--- src/rtl/tty_iot_pkg.sv ---
package tty_iot_pkg;

    localparam logic [2:0] OPC_IOT = 3'd6;

    localparam int BUSY_BIT  = 8;
    localparam int READY_BIT = 9;
    localparam int AUX_BIT   = 10;

    localparam int SHORT_CLR_TOP = 8;
    localparam int LONG_CLR_TOP  = 10;

    typedef enum logic [2:0] {
        FN_PRESET   = 3'd0,
        FN_TEST     = 3'd1,
        FN_CLEAR    = 3'd2,
        FN_BAD3     = 3'd3,
        FN_LOAD_S   = 3'd4,
        FN_BAD5     = 3'd5,
        FN_LOAD_L   = 3'd6,
        FN_BAD7     = 3'd7
    } fn_e;

    typedef struct packed {
        logic hit;
        logic illegal;
        logic wr;
        logic test;
        fn_e  fn;
    } dec_t;

endpackage

--- src/rtl/tty_iot_decode.sv ---
module tty_iot_decode
    import tty_iot_pkg::*;
#(
    parameter int         INSN_W   = 12,
    parameter logic [5:0] DEV_CODE = 6'o04
) (
    input  logic              instr_valid,
    input  logic [INSN_W-1:0] instr,
    output dec_t              dec
);
    localparam int OPC_LSB = INSN_W - 3;

    logic       is_iot;
    logic       dev_hit;
    fn_e        fn;

    always_comb begin
        is_iot  = instr_valid && (instr[INSN_W-1:OPC_LSB] == OPC_IOT);
        dev_hit = (instr[8:3] == DEV_CODE);
        fn      = fn_e'(instr[2:0]);

        dec         = '0;
        dec.fn      = fn;
        dec.hit     = is_iot && dev_hit;
        dec.illegal = is_iot && !dev_hit;
        if (is_iot && dev_hit) begin
            unique case (fn)
                FN_PRESET, FN_CLEAR, FN_LOAD_S, FN_LOAD_L: dec.wr = 1'b1;
                FN_TEST:                                   dec.test = 1'b1;
                default:                                   dec.illegal = 1'b1;
            endcase
        end
    end

    // a rejected instruction never writes the control word
    always_comb begin
        a_excl_r7: assert (!(dec.illegal && dec.wr));
    end

endmodule

--- src/rtl/tty_iot_skip.sv ---
module tty_iot_skip #(
    parameter int PC_W  = 15,
    parameter int LOW_W = 12
) (
    input  logic [PC_W-1:0] pc_in,
    input  logic            do_skip,
    output logic [PC_W-1:0] pc_out
);
    logic [LOW_W-1:0] low_d;

    always_comb begin
        low_d = pc_in[LOW_W-1:0] + LOW_W'(do_skip);
    end

    generate
        if (PC_W > LOW_W) begin : g_bank
            always_comb pc_out = {pc_in[PC_W-1:LOW_W], low_d};
            // the bits above the 12-bit field are never touched
            always_comb begin
                a_bank_r3: assert (pc_out[PC_W-1:LOW_W] == pc_in[PC_W-1:LOW_W]);
            end
        end else begin : g_flat
            always_comb pc_out = low_d;
        end
    endgenerate

endmodule

--- src/rtl/tty_iot_ctl_next.sv ---
module tty_iot_ctl_next
    import tty_iot_pkg::*;
#(
    parameter int CTL_W = 12,
    parameter int ACC_W = 12,
    parameter int CHR_W = 8
) (
    input  logic [CTL_W-1:0] ctl_q,
    input  dec_t             dec,
    input  logic [ACC_W-1:0] acc,
    input  logic             chr_ready,
    output logic [CTL_W-1:0] ctl_d
);
    localparam logic [CTL_W-1:0] PRESET_VAL = CTL_W'((1 << READY_BIT) | (1 << AUX_BIT));
    localparam logic [CTL_W-1:0] KEEP_S     = ~CTL_W'((1 << (SHORT_CLR_TOP + 1)) - 1);
    localparam logic [CTL_W-1:0] KEEP_L     = ~CTL_W'((1 << (LONG_CLR_TOP + 1)) - 1);
    localparam logic [CHR_W-1:0] FLIP       = CHR_W'(1 << (CHR_W - 1));

    logic [CTL_W-1:0] load_bits;
    logic             hs;

    always_comb begin
        load_bits = CTL_W'(acc[CHR_W-1:0] ^ FLIP) | CTL_W'(1 << BUSY_BIT);
        hs        = ctl_q[BUSY_BIT] && chr_ready;

        ctl_d = ctl_q;
        if (hs) begin
            ctl_d[BUSY_BIT]  = 1'b0;
            ctl_d[READY_BIT] = 1'b1;
        end
        if (dec.wr) begin
            unique case (dec.fn)
                FN_PRESET: ctl_d = PRESET_VAL;
                FN_CLEAR:  ctl_d = '0;
                FN_LOAD_S: ctl_d = (ctl_q & KEEP_S) | load_bits;
                FN_LOAD_L: ctl_d = (ctl_q & KEEP_L) | load_bits;
                default:   ctl_d = ctl_q;
            endcase
        end
    end

endmodule

--- src/rtl/tty_out_iot.sv ---
module tty_out_iot
    import tty_iot_pkg::*;
#(
    parameter int         INSN_W   = 12,
    parameter int         ACC_W    = 12,
    parameter int         PC_W     = 15,
    parameter int         CTL_W    = 12,
    parameter int         CHR_W    = 8,
    parameter logic [5:0] DEV_CODE = 6'o04
) (
    input  logic              clk,
    input  logic              rst_n,
    input  logic              instr_valid,
    input  logic [INSN_W-1:0] instr,
    input  logic [ACC_W-1:0]  acc,
    input  logic [PC_W-1:0]   pc_in,
    output logic [PC_W-1:0]   pc_out,
    output logic              illegal,
    output logic [CTL_W-1:0]  ctl,
    output logic [CHR_W-1:0]  chr_data,
    output logic              chr_valid,
    input  logic              chr_ready
);
    typedef struct packed {
        logic [CTL_W-1:0] ctl;
    } state_t;

    state_t state_d, state_q;
    dec_t   dec;
    logic   do_skip;
    logic [CTL_W-1:0] ctl_nx;

    tty_iot_decode #(.INSN_W(INSN_W), .DEV_CODE(DEV_CODE)) i_dec (
        .instr_valid (instr_valid),
        .instr       (instr),
        .dec         (dec)
    );

    tty_iot_ctl_next #(.CTL_W(CTL_W), .ACC_W(ACC_W), .CHR_W(CHR_W)) i_nx (
        .ctl_q     (state_q.ctl),
        .dec       (dec),
        .acc       (acc),
        .chr_ready (chr_ready),
        .ctl_d     (ctl_nx)
    );

    tty_iot_skip #(.PC_W(PC_W), .LOW_W(12)) i_skip (
        .pc_in   (pc_in),
        .do_skip (do_skip),
        .pc_out  (pc_out)
    );

    always_comb begin
        do_skip     = dec.test && state_q.ctl[READY_BIT];
        state_d     = state_q;
        state_d.ctl = ctl_nx;
    end

    always_ff @(posedge clk) begin
        if (!rst_n) state_q <= '0;
        else        state_q <= state_d;
    end

    assign illegal   = dec.illegal;
    assign ctl       = state_q.ctl;
    assign chr_data  = state_q.ctl[CHR_W-1:0];
    assign chr_valid = state_q.ctl[BUSY_BIT];

    p_hs_r9: assert property (@(posedge clk) disable iff (!rst_n)
        (chr_valid && chr_ready && !dec.wr) |=> (ctl[READY_BIT] && !ctl[BUSY_BIT]));

    p_preset_r2: assert property (@(posedge clk) disable iff (!rst_n)
        (dec.wr && dec.fn == FN_PRESET) |=> (ctl == CTL_W'(12'h600)));

    p_clear_r4: assert property (@(posedge clk) disable iff (!rst_n)
        (dec.wr && dec.fn == FN_CLEAR) |=> (ctl == '0));

    p_load_r5: assert property (@(posedge clk) disable iff (!rst_n)
        (dec.wr && dec.fn == FN_LOAD_S) |=>
        (chr_valid && chr_data == ($past(acc[CHR_W-1:0]) ^ CHR_W'(1 << (CHR_W - 1)))
         && ctl[CTL_W-1:READY_BIT] == $past(ctl[CTL_W-1:READY_BIT])));

    p_illegal_hold_r7: assert property (@(posedge clk) disable iff (!rst_n)
        (illegal && !chr_valid) |=> $stable(ctl));

    p_foreign_r1: assert property (@(posedge clk) disable iff (!rst_n)
        (instr[INSN_W-1:INSN_W-3] != OPC_IOT) |-> !illegal);

endmodule

--- config.mk ---
export PLATFORM = sky130hd
export DESIGN_NAME = tty_out_iot
export DESIGN_NICKNAME = d
export VERILOG_FILES = /design/src/rtl/tty_iot_pkg.sv /design/src/rtl/tty_iot_decode.sv /design/src/rtl/tty_iot_skip.sv /design/src/rtl/tty_iot_ctl_next.sv /design/src/rtl/tty_out_iot.sv
export SDC_FILE = /design/constraint.sdc
export NUM_CORES = 1
export LEC_CHECK = 0
export CAP_MARGIN = 10
export CORE_MARGIN = 3
export CORE_UTILIZATION = 30
export CTS_CLUSTER_SIZE = 30
export DETAILED_ROUTE_END_ITERATION = 8
export GPL_TIMING_DRIVEN = 0
export PLACE_DENSITY = 0.92
export RECOVER_POWER = 25
export SETUP_SLACK_MARGIN = 0.2
export SYNTH_ARGS = -nofsm -noshare
export SYNTH_HDL_FRONTEND = slang
export SYNTH_SLANG_ARGS = --single-unit
--- constraint.sdc ---
create_clock -name clk -period 2.3 [get_ports clk]
set_input_delay 0.23 -clock clk [delete_from_list [all_inputs] [get_ports clk]]
set_output_delay 0.23 -clock clk [all_outputs]
set_load 0.02 [all_outputs]
# Word level (Yosys, flattened, before mapping)
# Cells that the tools add are included.
dict set report totals {
  register_bits 12
  latch_bits 0
  ramBits 0
  rom_bits 0
  out_inout_bits 37
  elab_cells 33
  memories 0
}
dict set report op_classes {
  add_sub_neg 1
  mul 0
  n_div 0
  magnitude_cmp 0
  n_eq_ne 7
  n_shift 0
  muxes 7
  bitwise 3
  n_reduce_logical 13
}
# cell count
set ops {}
lappend ops {{case mux 12 bit (4 select lines)} 1}
lappend ops {{OR 12 x 9 -> 12 bit} 2}
lappend ops {{adder 12 x 1 -> 12 bit} 1}
lappend ops {{2-to-1 mux 10 bit} 1}
lappend ops {{equality test 3 bit, second input constant} 3}
lappend ops {{equality test 6 x 3 -> 1 bit, second input constant} 1}
lappend ops {{logical AND 1 bit} 5}
lappend ops {{inequality test 5 x 1 -> 1 bit, second input constant} 1}
lappend ops {{OR reduction 5 bit} 1}
lappend ops {{AND reduction 2 bit} 2}
lappend ops {{nonzero test 4 bit} 1}
lappend ops {{OR reduction 4 bit} 1}
lappend ops {{equality test 3 x 1 -> 1 bit, second input constant} 1}
lappend ops {{equality test 3 x 2 -> 1 bit, second input constant} 1}
lappend ops {{logical NOT 3 bit} 1}
lappend ops {{2-to-1 mux 1 bit} 3}
lappend ops {{2-to-1 mux 3 bit} 1}
lappend ops {{2-to-1 mux 2 bit} 1}
lappend ops {{nonzero test 2 bit} 1}
lappend ops {{logical NOT 1 bit} 1}
lappend ops {{inverter 1 bit} 1}

# Logic depth before layout (Yosys ltp)
dict set report logic_depth {
  ltp_word 7
  ltp_mapped 7
  ltp_nobuf 7
}

# Hierarchy
# A second synthesis with hierarchy kept.
dict set report hier_totals {
  cells_unflattened 121
  hier_area_um2 974.7
}
# mod n_inst cells_per_inst area_each_um2 seq_area_each_um2
set modules_own_cells {}
lappend modules_own_cells {tty_out_iot 1 35 410.4 240.2}
lappend modules_own_cells {tty_iot_skip 1 33 242.7 0.0}
lappend modules_own_cells {tty_iot_ctl_next 1 39 214.0 0.0}
lappend modules_own_cells {tty_iot_decode 1 14 107.6 0.0}

# Worst setup path before layout
# OpenSTA, ideal clock, no wires.
dict set report synth_timing {
  kind {input-to-output}
  startpoint {input port instr[6]}
  endpoint {output port pc_out[7]}
  arrival_ps 2047
  path_slack_ps 23
  stages 6
  n_path_buf 0
  path_cell_list {or4b_4 nor4_1 ha_1 and3_1 and3_1 xor2_1}
}
dict set report synth_via {
  elab_chain_cells 5
}
# element line
set synth_lines {}
lappend synth_lines {{start: declaration} tty_out_iot.sv:14} ;# input logic [INSN_W-1:0] instr,
lappend synth_lines {{equality test 6 x 3 -> 1 bit} tty_iot_decode.sv:19} ;# dev_hit = (instr[8:3] == DEV_CODE);
lappend synth_lines {{logical AND 1 bit} --}
lappend synth_lines {{2-to-1 mux 3 bit} tty_iot_decode.sv:26} ;# if (is_iot && dev_hit) begin
lappend synth_lines {{logical AND 1 bit} tty_out_iot.sv:54} ;# do_skip = dec.test && state_q.ctl[READY_BIT];
lappend synth_lines {{adder 12 x 1 -> 12 bit} tty_iot_skip.sv:12} ;# low_d = pc_in[LOW_W-1:0] + LOW_W'(do_skip);
lappend synth_lines {{end: declaration} tty_out_iot.sv:17} ;# output logic [PC_W-1:0] pc_out,
# No other way between the ends.

# Worst setup path in the final report
dict set report layout_timing {
  startpoint {input port instr[7]}
  endpoint {output port pc_out[9]}
}
# Same word-level chain as after synthesis.

==> qor.csv <==
metric,value,unit
status,"finished, violations left",
violations,setup timing,
die_x,58.5,um
drt_wl_total,2900,um
yosys_register_bits,11,
h-tree-depth,1,
worstSetupPathType,in2out,
post-dp-hpwl,2420,um
p_leak,0.000730,uW
place.port_buffers,71,
top_usage_layer,met2,
drtIter0Drc,19,
path_clk_slew,60,ps
worst_pin_slew,547,ps
grt_pass1_vias,985,
seqCellArea,220,um2
grtUsageTotal,17.3,%
yosysSeqAreaShare,26.7,%
synth_flop_cell,dfxtp_1,
slowest_stage,or4b_4,
cp-end-kind,output port,
fin_nets,223,
setup_viol,2,
fmaxAchievable,433,MHz
netlist_top_cells_area,"dfxtp_1 27%, buf_4 12%, a21boi_0 9.1%",
fin_skew,0.0576,ps
slew_viol_final,0,
largest_reg_flops,11,
path_cells,buf_6 > or4b_4 > nor4_4 > ha_2 > and3_4 > and3_4 > xor2_4 > buf_6,
gp_congestion,0.784,
clk_path_buf_depth,2,
cts_hold_buf,0,
dp.cells,197,
peakVddDrop,0.000285,V
layout_setup_ws,-11.4,ps
yosys.area.top_type_share,26.7,%
start_util,32.4,%
finalCritPeriodShare,100,%
synth.distinct_cells,24,
drt-pass1-iter-count,4,
vias,983,
total_power,470,uW
cts-root-buf,clkbuf_4,
worstPathRequired,2070,ps
clock_latency,260,ps
antenna_cells,0,
antenna_found_initial,0,
areaGrowthSynthToFinish,108,%
synth_commonest_cells,"14 x nand3_1, 13 x buf_4, 11 x dfxtp_1",
maxCapViolations,0,
async_reset_ff_share,0,%
die_area,3420,um2
num_rows,18,
slew_headroom,63.3,%
synth_warnings,0,
drc_errors,0,
p_per_area,274,nW/um2
die_h,58.5,um
avgSynthCellArea,8.60,um2
yosysTopAreaCell,dfxtp_1,
vias_per_cell,4.77,
multi_input_comb_area,596,um2
use_met2,34.0,%
cp.arrival,2080,ps
synth.cell_area,826,um2
synth_edf_count,0,
stdcell_count,206,
coreArea,2540,um2
grt_max_degree,11,
drtAntennaViolNets,0,
post_drt_wl_per_cell,14.1,um
slowest_delay,550,ps
pin_count,80,
drive_gt1_share,31.3,%
cts_sinks,11,
cts_made_buffers,3,
path_max_fanout,4,
grt.met3_usage,5.04,%
grt_use_met1,17.7,%
hold_violations,0,
hp-class,in2reg,
yosysMostFrequentCell,nand3_1,
synthCells,96,
grt-ovfl-total,0,
grt_pass1_wl,4550,um
rsz0062_at_grt,true,
final.min_clock_period,2310,ps
critPathLaunchType,primary input,
synth_fp_nets,142,
hold_slack,436,ps
post-place-ws,-824,ps
fillCellCount,215,
final_util,67.4,%
cts_tree,done,
area by class of cell:
class | instances | share of cell area, %
clock buffer | 4 | 1.53
buffer | 15 | 7.00
sequential | 11 | 12.8
timing repair buffer | 76 | 41.7
tap | 30 | 2.19
multi-input combinational | 70 | 34.7
cells by family after synthesis:
group / Yosys count / synth area share [%]
muxes: 1 / 1.21
DFF: 11 / 26.7
xor gates and xnor gates: 10 / 10.6
AOI/OAI and AO/OA: 14 / 12.1
adders and majority gates: 3 / 4.55
and+or+nand+nor: 41 / 29.9
other: 1 / 0.454
buffers and inverters: 15 / 14.5
worst max-delay path: cells and delay by family:
kind | cells | cell delay [ps]
AND/OR/NAND/NOR | 4 | 1250
adder cells (fa/ha/maj) | 1 | 230
buffers and inverters | 2 | 220
XOR/XNOR | 1 | 150
report_power, final:
part	internal (uW)	switching (uW)
combinational	89.9	61.9
clock	67.1	60.2
sequential	190	0.0328
total	347	122
what timing repair did:
| item | CTS | global route |
|---|---|---|
| gates cloned | 0 | 0 |
| endpoints found under the setup margin | 13 | 11 |
| gates resized for setup | 79 | 7 |
| setup buffers | 5 | 0 |
| pin swaps | 6 | 2 |
layer usage:
metal | vias up | routed length [um] | part of all wire, %
met2 | 47 | 1600 | 55
met3 | 6 | 287 | 9.9
met5 | - | 0 | 0
li1 | 485 | - | -
met1 | 445 | 966 | 33
met4 | 0 | 44 | 1.5
metrics by stage:
stage,instance area (um2),setup TNS (ps)
2_1_floorplan,902,0
3_3_place_gp,1650,-6840
3_5_place_dp,1650,-7720
4_1_cts,1700,-73.4
5_1_grt,1720,-348
6_report,1720,-11.4
layout by cell type (no fill, tap or decap), types with 3 or more instances in the layout:
cell and count:
nand2_1 10, buf_6 5, and3_1 3, clkbuf_4 3, and3_4 3, dlygate4sd3_1 9, clkdlybuf4s50_1 42, xnor2_1 4
dfxtp_1 11, buf_4 27, dlygate4sd2_1 3, a21boi_0 10, nand3_1 12
final timing paths:
path	from	endpoint	slack [ps]	cells after the start
max	instr[7]	pc_out[9]	-10	8
min reg2reg	ctl[10]$_SDFFE_PN0P_	ctl[10]$_SDFFE_PN0P_	470	1
min	instr[2]	ctl[9]$_SDFFE_PN0P_	440	3
max reg2reg	ctl[8]$_SDFFE_PN0P_	ctl[9]$_SDFFE_PN0P_	1530	3
Note: power is estimated with default switching activity, not from simulation.
